==> config.mk <==
export PLATFORM = sky130hd
export DESIGN_NAME = lcdscan_seq
export DESIGN_NICKNAME = d
export VERILOG_FILES = /design/src/rtl/lcdscan_pkg.sv /design/src/rtl/lcdscan_line_ctr.sv /design/src/rtl/lcdscan_com_decode.sv /design/src/rtl/lcdscan_slot_map.sv /design/src/rtl/lcdscan_seq.sv
export SDC_FILE = /design/constraint.sdc
export NUM_CORES = 1
export LEC_CHECK = 0
export BUFFER_PORTS_ARGS = -buffer_cell sky130_fd_sc_hd__buf_2
export CORE_AREA = 3 3 412 414
export CTS_CLUSTER_DIAMETER = 60
export DETAILED_ROUTE_END_ITERATION = 16
export DIE_AREA = 0 0 415 417
export PLACE_DENSITY = 0.3
export SETUP_SLACK_MARGIN = 0.2
export SLEW_MARGIN = 30
export SYNTH_ARGS = -nofsm -noshare
export SYNTH_HDL_FRONTEND = slang
export SYNTH_SLANG_ARGS = --single-unit
==> constraint.sdc <==
create_clock -name clk -period 12.4 [get_ports clk]
set_clock_uncertainty 0.05 [all_clocks]
set_input_delay 1.86 -clock clk [delete_from_list [all_inputs] [get_ports clk]]
set_output_delay 1.86 -clock clk [all_outputs]
set_load 0.005 [all_outputs]
==> src/rtl/lcdscan_pkg.sv <==
package lcdscan_pkg;
  // Frame length actually used for a programmed duty value.
  function automatic int unsigned eff_lines(int unsigned duty, int unsigned max_lines);
    return (duty == 0 || duty > max_lines) ? max_lines : duty;
  endfunction
endpackage

==> src/rtl/lcdscan_line_ctr.sv <==
module lcdscan_line_ctr #(
  parameter int MAX_COM = 128,
  localparam int CW = $clog2(MAX_COM),
  localparam int DW = $clog2(MAX_COM + 1)
) (
  input  logic          clk,
  input  logic          rst,
  input  logic          line_tick,
  input  logic [DW-1:0] duty_lines,
  input  logic          com_rev,
  output logic [CW-1:0] idx_q,
  output logic [CW-1:0] idx_d,
  output logic          load,
  output logic          frame_start
);
  logic [DW-1:0] pos_q, pos_d, n_q, n_d, n_in, idx_full;
  logic          dir_q, dir_d, wrap;

  assign n_in = DW'(lcdscan_pkg::eff_lines(32'(duty_lines), MAX_COM));
  assign wrap = (pos_q == n_q - 1'b1);
  assign load = rst | line_tick;

  always_comb begin
    pos_d = pos_q;
    n_d   = n_q;
    dir_d = dir_q;
    if (rst || (line_tick && wrap)) begin
      pos_d = '0;
      n_d   = n_in;
      dir_d = com_rev;
    end else if (line_tick) begin
      pos_d = pos_q + 1'b1;
    end
    idx_full = dir_d ? (n_d - 1'b1 - pos_d) : pos_d;
    idx_d    = idx_full[CW-1:0];
  end

  always_ff @(posedge clk) begin
    pos_q       <= pos_d;
    n_q         <= n_d;
    dir_q       <= dir_d;
    idx_q       <= idx_d;
    frame_start <= !rst && line_tick && wrap;
  end

  logic [DW-1:0] idx_ext, first_line;
  assign idx_ext    = DW'(idx_q);
  assign first_line = dir_q ? (n_q - 1'b1) : '0;

  AST_IDX_IN_RANGE: assert property (@(posedge clk) disable iff (rst)
    idx_ext < n_q);
  AST_FWD_STEP: assert property (@(posedge clk) disable iff (rst)
    (line_tick && !dir_q && !wrap) |=> (idx_q == $past(idx_q) + 1'b1));
  AST_REV_STEP: assert property (@(posedge clk) disable iff (rst)
    (line_tick && dir_q && !wrap) |=> (idx_q == $past(idx_q) - 1'b1));
  AST_IDLE_HOLD: assert property (@(posedge clk) disable iff (rst)
    !line_tick |=> $stable(idx_q));
  AST_SETTINGS_HELD: assert property (@(posedge clk) disable iff (rst)
    !(line_tick && wrap) |=> ($stable(n_q) && $stable(dir_q)));
  AST_FRAME_FIRST: assert property (@(posedge clk) disable iff (rst)
    frame_start |-> (idx_ext == first_line));
endmodule

==> src/rtl/lcdscan_com_decode.sv <==
module lcdscan_com_decode #(
  parameter int MAX_COM = 128,
  localparam int CW = $clog2(MAX_COM)
) (
  input  logic               clk,
  input  logic               rst,
  input  logic               load,
  input  logic [CW-1:0]      idx_d,
  output logic [MAX_COM-1:0] sel_q
);
  for (genvar i = 0; i < MAX_COM; i++) begin : g_line
    always_ff @(posedge clk) begin
      if (load) sel_q[i] <= (idx_d == CW'(i));
    end
  end

  AST_SEL_ONEHOT: assert property (@(posedge clk) disable iff (rst)
    $countones(sel_q) == 1);
endmodule

==> src/rtl/lcdscan_slot_map.sv <==
module lcdscan_slot_map #(
  parameter int SLOTS = 128,
  localparam int AW = (SLOTS > 1) ? $clog2(SLOTS) : 1
) (
  input  logic                clk,
  input  logic                rst,
  input  logic                mirror,
  output logic [SLOTS*AW-1:0] addr_q
);
  for (genvar k = 0; k < SLOTS; k++) begin : g_slot
    localparam logic [AW-1:0] FWD = AW'(k);
    localparam logic [AW-1:0] REV = AW'(SLOTS - 1 - k);
    always_ff @(posedge clk) begin
      addr_q[k*AW +: AW] <= mirror ? REV : FWD;
    end
  end

  localparam logic [AW-1:0] LAST = AW'(SLOTS - 1);

  AST_EDGE_SLOT: assert property (@(posedge clk) disable iff (rst)
    1'b1 |=> (addr_q[AW-1:0] == ($past(mirror) ? LAST : '0)));

  if (SLOTS > 1) begin : g_track
    AST_MIRROR_TRACK: assert property (@(posedge clk) disable iff (rst)
      !$stable(mirror) |=> !$stable(addr_q));
  end
endmodule

==> src/rtl/lcdscan_seq.sv <==
module lcdscan_seq #(
  parameter int MAX_COM  = 128,
  parameter int NUM_SEG  = 128,
  parameter int NUM_ICON = 5,
  localparam int CW = $clog2(MAX_COM),
  localparam int DW = $clog2(MAX_COM + 1),
  localparam int SW = $clog2(NUM_SEG),
  localparam int IW = $clog2(NUM_ICON)
) (
  input  logic                   clk,
  input  logic                   rst,
  input  logic                   line_tick,
  input  logic [DW-1:0]          duty_lines,
  input  logic                   com_rev,
  input  logic                   seg_mirror,
  output logic [CW-1:0]          com_idx,
  output logic [MAX_COM-1:0]     com_sel,
  output logic                   frame_start,
  output logic [NUM_SEG*SW-1:0]  seg_addr,
  output logic [NUM_ICON*IW-1:0] icon_addr
);
  logic [CW-1:0] idx_d;
  logic          load;

  lcdscan_line_ctr #(.MAX_COM(MAX_COM)) u_ctr (
    .clk(clk), .rst(rst), .line_tick(line_tick), .duty_lines(duty_lines),
    .com_rev(com_rev), .idx_q(com_idx), .idx_d(idx_d), .load(load),
    .frame_start(frame_start)
  );

  lcdscan_com_decode #(.MAX_COM(MAX_COM)) u_dec (
    .clk(clk), .rst(rst), .load(load), .idx_d(idx_d), .sel_q(com_sel)
  );

  lcdscan_slot_map #(.SLOTS(NUM_SEG)) u_seg (
    .clk(clk), .rst(rst), .mirror(seg_mirror), .addr_q(seg_addr)
  );

  lcdscan_slot_map #(.SLOTS(NUM_ICON)) u_icon (
    .clk(clk), .rst(rst), .mirror(seg_mirror), .addr_q(icon_addr)
  );

  AST_SEL_MATCHES_IDX: assert property (@(posedge clk) disable iff (rst)
    com_sel[com_idx] == 1'b1);
endmodule

# [Word level (Yosys, flattened, before mapping)]
# Cells that the tools add are included.
[word_totals] reg_bits=1061 ramBits=0 latchBits=0 romBits=0 word_cells=545 out_inout_bits=1047 n_memories=0 in_bits=13
[classes] magnitude_cmp=1 n_reduce_logical=8 div=0 mul=0 n_shift=0 n_bitwise=1 add_sub_neg=4 n_eq_ne=128 n_mux=138
[ops] operator="$mux 7" n=129
[ops] operator="$eq 7x7->1 const B" n=64
[ops] operator="$eq 7x6->1 const B" n=32
[ops] operator="$eq 7x5->1 const B" n=16
[ops] operator="$eq 7x4->1 const B" n=8
[ops] operator="$mux 8" n=4
[ops] operator="$eq 7x3->1 const B" n=4
[ops] operator="$eq 7x2->1 const B" n=2
[ops] operator="$add 8x1->8 const B" n=1
[ops] operator="$eq 8x8->1" n=1
[ops] operator="$gt 8x8->1 const B" n=1
[ops] operator="$logic_not 8->1" n=1
[ops] operator="$sub 8x1->8 const B" n=1
[ops] operator="$eq 7x1->1 const B" n=1
[ops] operator="$logic_not 7->1" n=1
[ops] operator="$sub 7x1->7 const B" n=1
[ops] operator="$sub 7x7->7" n=1
[ops] operator="$mux 3" n=2
[ops] operator="$mux 2" n=2
[ops] operator="$logic_and 1x1->1" n=3
[ops] operator="$logic_or 1x1->1" n=2
[ops] operator="$logic_not 1->1" n=1
[ops] operator="$mux 1" n=1
[ops] operator="$or 1x1->1" n=1

# [Longest topological paths before layout]
[logic_depth] depth_word=9 mapped_depth=24 ltp_nobuf=19

# [By module]
# From an unflattened synthesis, not the netlist that was laid out.
[hier_totals] cells_unflattened=1424 area_unflattened_um2=13441.6
[by_module_without_submodules] mod="lcdscan_slot_map at u_seg" cells_each=897 seq_area_each_um2=40.0 instances=1 area_per_inst_um2=6755.2
[by_module_without_submodules] mod="lcdscan_com_decode" cells_each=310 seq_area_each_um2=3843.7 instances=1 area_per_inst_um2=4755.8
[by_module_without_submodules] mod="lcdscan_line_ctr" cells_each=199 seq_area_each_um2=510.5 instances=1 area_per_inst_um2=1781.7
[by_module_without_submodules] mod="lcdscan_slot_map at u_icon" cells_each=18 seq_area_each_um2=40.0 instances=1 area_per_inst_um2=148.9

# [Worst setup path after synthesis]
# Ideal clock, no wire load.
[synth_timing] path_type="register -> output" start="reg u_seg.addr_q[894] (netlist name)" end="out icon_addr[14]" arrival_time_ns=8.374 required_time_ns=10.490 slack_ns=2.116 stages_incl_launch_ff=2 n_path_buf=1 cell_sequence="dfxtp_1 buf_4"
[synth_lines] item="end, declared" line="lcdscan_seq.sv:20" text="output logic [NUM_ICON*IW-1:0] icon_addr"

# [Final worst setup path]
[layout_timing] start="in line_tick" end="reg u_dec.sel_q[110], data pin"
[layout_via] elab_chain_cells=7 elab_cells_between_ends=10 classes_between="2 x add/sub; 1 x eq/ne; 5 x mux; 2 x reduce/logical"
[layout_rtl] item="start, declared" line="lcdscan_seq.sv:12" text="input logic line_tick,"
[layout_rtl] item="$logic_and 1x1->1" line="lcdscan_line_ctr.sv:27" text="if (rst || (line_tick && wrap)) begin"
[layout_rtl] item="$logic_or 1x1->1" line="lcdscan_line_ctr.sv:27"
[layout_rtl] item="$mux 8" line="lcdscan_line_ctr.sv:27"
[layout_rtl] item="named net u_ctr.n_d[0]" line="lcdscan_line_ctr.sv:16" text="logic [DW-1:0] pos_q, pos_d, n_q, n_d, n_in, idx_full;"
[layout_rtl] item="$sub 7x1->7" line="lcdscan_line_ctr.sv:34" text="idx_full = dir_d ? (n_d - 1'b1 - pos_d) : pos_d;"
[layout_rtl] item="$sub 7x7->7" line="lcdscan_line_ctr.sv:34"
[layout_rtl] item="$mux 7" line="lcdscan_line_ctr.sv:34"
[layout_rtl] item="$eq 7x7->1" line="lcdscan_com_decode.sv:13" text="if (load) sel_q[i] <= (idx_d == CW'(i));"
[layout_rtl] item="end signal, assigned by index" line="lcdscan_com_decode.sv:13"
[layout_rtl] item="end, declared" line="lcdscan_com_decode.sv:9" text="output logic [MAX_COM-1:0] sel_q"
# The timed path passes the listed nets, and every way through them passes these cells.
# A chain may end at the register's enable or synchronous reset.

==> impl_metrics.tcl <==
set metrics [dict create \
    p_per_area_nw_per_um2 103 \
    synth_flop_cell "edfxtp_1" \
    synthXorXnorAreaFrac_pct 1.42 \
    numCtsBuffers 17 \
    path_delay_family "buffers and inverters" \
    avgSynthCellArea_um2 9.46 \
    grt_remaining_overflow 0 \
    rsz0062_at_grt "false" \
    clockBufferDepth 2 \
    fillers 19400 \
    synth_compound_area_share_pct 3.61 \
    vdd_drop_max_uv 107 \
    drv_cap 0 \
    cp_slowest_cell "a2111oi_4" \
    clk_pin_slew_ns 0.08 \
    power_frac_seq_pct 37.4 \
    dieArea_um2 173000 \
    design.portCount 1060 \
    vias 8818 \
    antenna_found_initial 11 \
    swShare_pct 34.8 \
    required_ns 12.65 \
    die_x_um 415 \
    antenna_cells 0 \
    clock.fmax_mhz 141 \
    synth_edf_count 129 \
    area_growth_pct 12.9 \
    die_y_um 417 \
    port_buffers 1048 \
    comb_power_share_pct 27.9 \
    setup_tns_ns 0 \
    finalCritPeriodShare_pct 57.3 \
    max_slew.worst_pin.slew_ns 0.941 \
    synth_top_family_by_area "buffers and inverters" \
    async_reset_ff_share_pct 0 \
    relSlewSlack_pct 37.3 \
    place.gp.congestion 0.702 \
    synth-simple-area-share_pct 10.2 \
    clock_latency_ns 0.47 \
    leakage_nw 7.23 \
    worstSetupPathType "in -> reg" \
    coreArea_um2 167000 \
    pwr-share-clk_pct 34.7 \
    slew_violations 0 \
    synth_cells 1497 \
    postLayoutCellArea_um2 16000 \
    max_stage_delay_ns 0.75 \
    crit_fanout 65 \
    place_area_um2 15300 \
    ant_nets 0 \
    finalWirelength_mm 43.8 \
    yosysMostFrequentCell "buf_4" \
    drc 0 \
    postCtsSetupRepairBufs 0 \
    drtIter0Drc 325 \
    post_cts_resized 0 \
    h-tree-depth 4 \
    final-setup-viol-count 0 \
    start_util_pct 8.50 \
    crit_arrival_ns 7.35 \
    place_hpwl_mm 33.0 \
    ys_top_cells_by_count "buf_4 (915), edfxtp_1 (129), nor3_1 (92), nor3_2 (31), nand2_1 (29)" \
    multiInputGateArea_um2 2660 \
    drive_above_1_share_pct 70.0 \
    tritoncts "built" \
    clkSinkCount 155 \
    finalHoldViolCount 0 \
    path_cells "buf_2, nand3_1, or4b_2, a2111oi_4, nor2_4, inv_4, o21ai_0, ha_1, fa_1, a21o_1, a21oi_1, xor2_1, a21oi_1, mux2i_4, buf_4, clkinv_2, buf_4, nor3_1" \
    via_per_inst 2.28 \
    synth-seq-cells 155 \
    hp-class "reg -> reg" \
    start_kind "input pin" \
    grt_max_degree 219 \
    finalWorstPathRequiredPeriod_ns 7.10 \
    regArea_um2 4400 \
    synthTopCellsByArea "buf_4 (48%), edfxtp_1 (27%), dfxtp_1 (3.7%)" \
    ys_types 59 \
    rows 150 \
    first_global_vias 7265 \
    p_int_mw 1.07 \
    p_switching_mw 0.572 \
    clockRootBuffer "clkbuf_16" \
    synth_fa_ha_area_share_pct 0.848 \
    status "finished, final reports clean" \
    synth_area_um2 14200 \
    routedWlPerCell_um 11.3 \
    cts_hold_buf 0 \
    ys_seq_area_share_pct 31.0 \
    cp.buffers_inverters 5 \
    final_nets 1670 \
    synth_top_cell_by_area "buf_4" \
    grtUsageTotal_pct 4.50 \
    grt_pass1_wl_mm 57.3 \
    synthMuxAreaShare_pct 2.12 \
    dr.pass1.iters 4 \
    yosysWarnings 0 \
    synth_top_area_share_pct 48.5 \
    critPathCaptureType "flop" \
]
[registers in the layout, summed over array words and instances (netlist names)]
signal	cells
u_ctr.idx_q	7
u_ctr.dir_q	1
u_ctr.n_q	8
u_ctr.pos_q	8
u_dec.sel_q	128
u_seg.addr_q	2
u_ctr.frame_start	1
[cells by family after synthesis]
group | Yosys count
buf+inv | 966
other cells | 2
fa+ha+maj | 9
mux | 23
flops | 155
simple gates | 247
xor+xnor | 23
compound gates | 72
[stage by stage]
step	setup slack, ns	total power, mW	util (%)	hold WS, ns	std cells
2_1_floorplan	2.12	1.21	-	0.424	1506
3_3_place_gp	4.60	1.12	9.18	0.479	3831
3_5_place_dp	4.67	1.10	9.19	0.484	3831
4_1_cts	5.19	1.69	9.55	0.507	3863
5_1_grt	4.77	1.73	9.59	0.563	3865
6_report	5.30	1.64	9.59	0.504	3865
[cell usage in the layout, fill, tap and decap left out, types with 4 or more instances in the layout]
cell       synthesis  layout
or4_1              7       7
mux2i_4            5       7
buf_2             11    1048
nor3_2            31      31
o211ai_1           4       4
inv_6              0       4
edfxtp_1         129     129
nand3b_1           6       6
a21o_1             4       4
nor4_1             5       5
clkbuf_16          0      17
nand2_1           29      29
and3_1            19      19
conb_1             2      11
dfxtp_1           26      24
ha_1               8       8
xnor2_1           12      12
inv_8              0       4
o21ai_0           16      16
xor2_1            11      11
o31a_1             5       4
buf_4            915      20
nor3_1            92      92
inv_1             12      12
a21oi_1            8       8
nand2b_1          12      12
mux2i_1           14      12
nor2_1            22      22
o21ai_1            4       4
nand3_1            8       8
o31ai_1            5       5
[worst paths after layout]
| kind | end | cells past startpoint | startpoint | slack, ns |
|---|---|---|---|---|
| worst min register to register | u_ctr.pos_q[7] | 2 | u_ctr.pos_q[7] | 0.50 |
| worst min-delay path | u_ctr.pos_q[7] | 2 | u_ctr.pos_q[7] | 0.50 |
| worst max-delay path | u_dec.sel_q[110] | 18 | line_tick | 5.30 |
| worst max register to register | u_dec.sel_q[110] | 20 | u_ctr.n_q[0] | 5.99 |
[worst register-to-register path: stages, from the launching register on]
cell and delay (ns):
dfxtp_1 0.43, inv_1 0.08, ha_1 0.32, xor2_1 0.15, nand3_1 0.11, or4b_2 0.69
a2111oi_4 0.75, nor2_4 0.07, inv_4 0.32, o21ai_0 0.18, ha_1 0.24, fa_1 0.44
a21o_1 0.19, a21oi_1 0.17, xor2_1 0.21, a21oi_1 0.14, mux2i_4 0.15, buf_4 0.66
clkinv_2 0.16, buf_4 0.39, nor3_1 0.36
[layout make-up]
| class | count | area share (%) |
|---|---|---|
| Clock buffer | 17 | 2.66 |
| Timing Repair Buffer | 1074 | 34.4 |
| Tap cell | 2204 | 17.2 |
| Clock inverter | 15 | 1.13 |
| Sequential cell | 155 | 27.5 |
| Multi-Input combinational cell | 385 | 16.6 |
| Inverter | 15 | 0.376 |
[per-layer routing]
layer  up-vias  GRT usage (%)  routed length, um
met5         -              0                  0
li1       4326              -                  -
met1      3965           4.91              16200
met2       478           8.69              24300
met3        49          0.710               2450
met4         0           1.58                930
[power by group through the flow]
stage / clock network, mW / logic (mW) / registers (mW)
finish: 0.570 / 0.459 / 0.615
global route: 0.610 / 0.505 / 0.620
CTS: 0.595 / 0.476 / 0.617
detailed placement: 0 / 0.475 / 0.628
global placement: 0 / 0.485 / 0.630
floorplan: 0 / 0.560 / 0.649
Note: power is estimated with default switching activity, not from simulation.
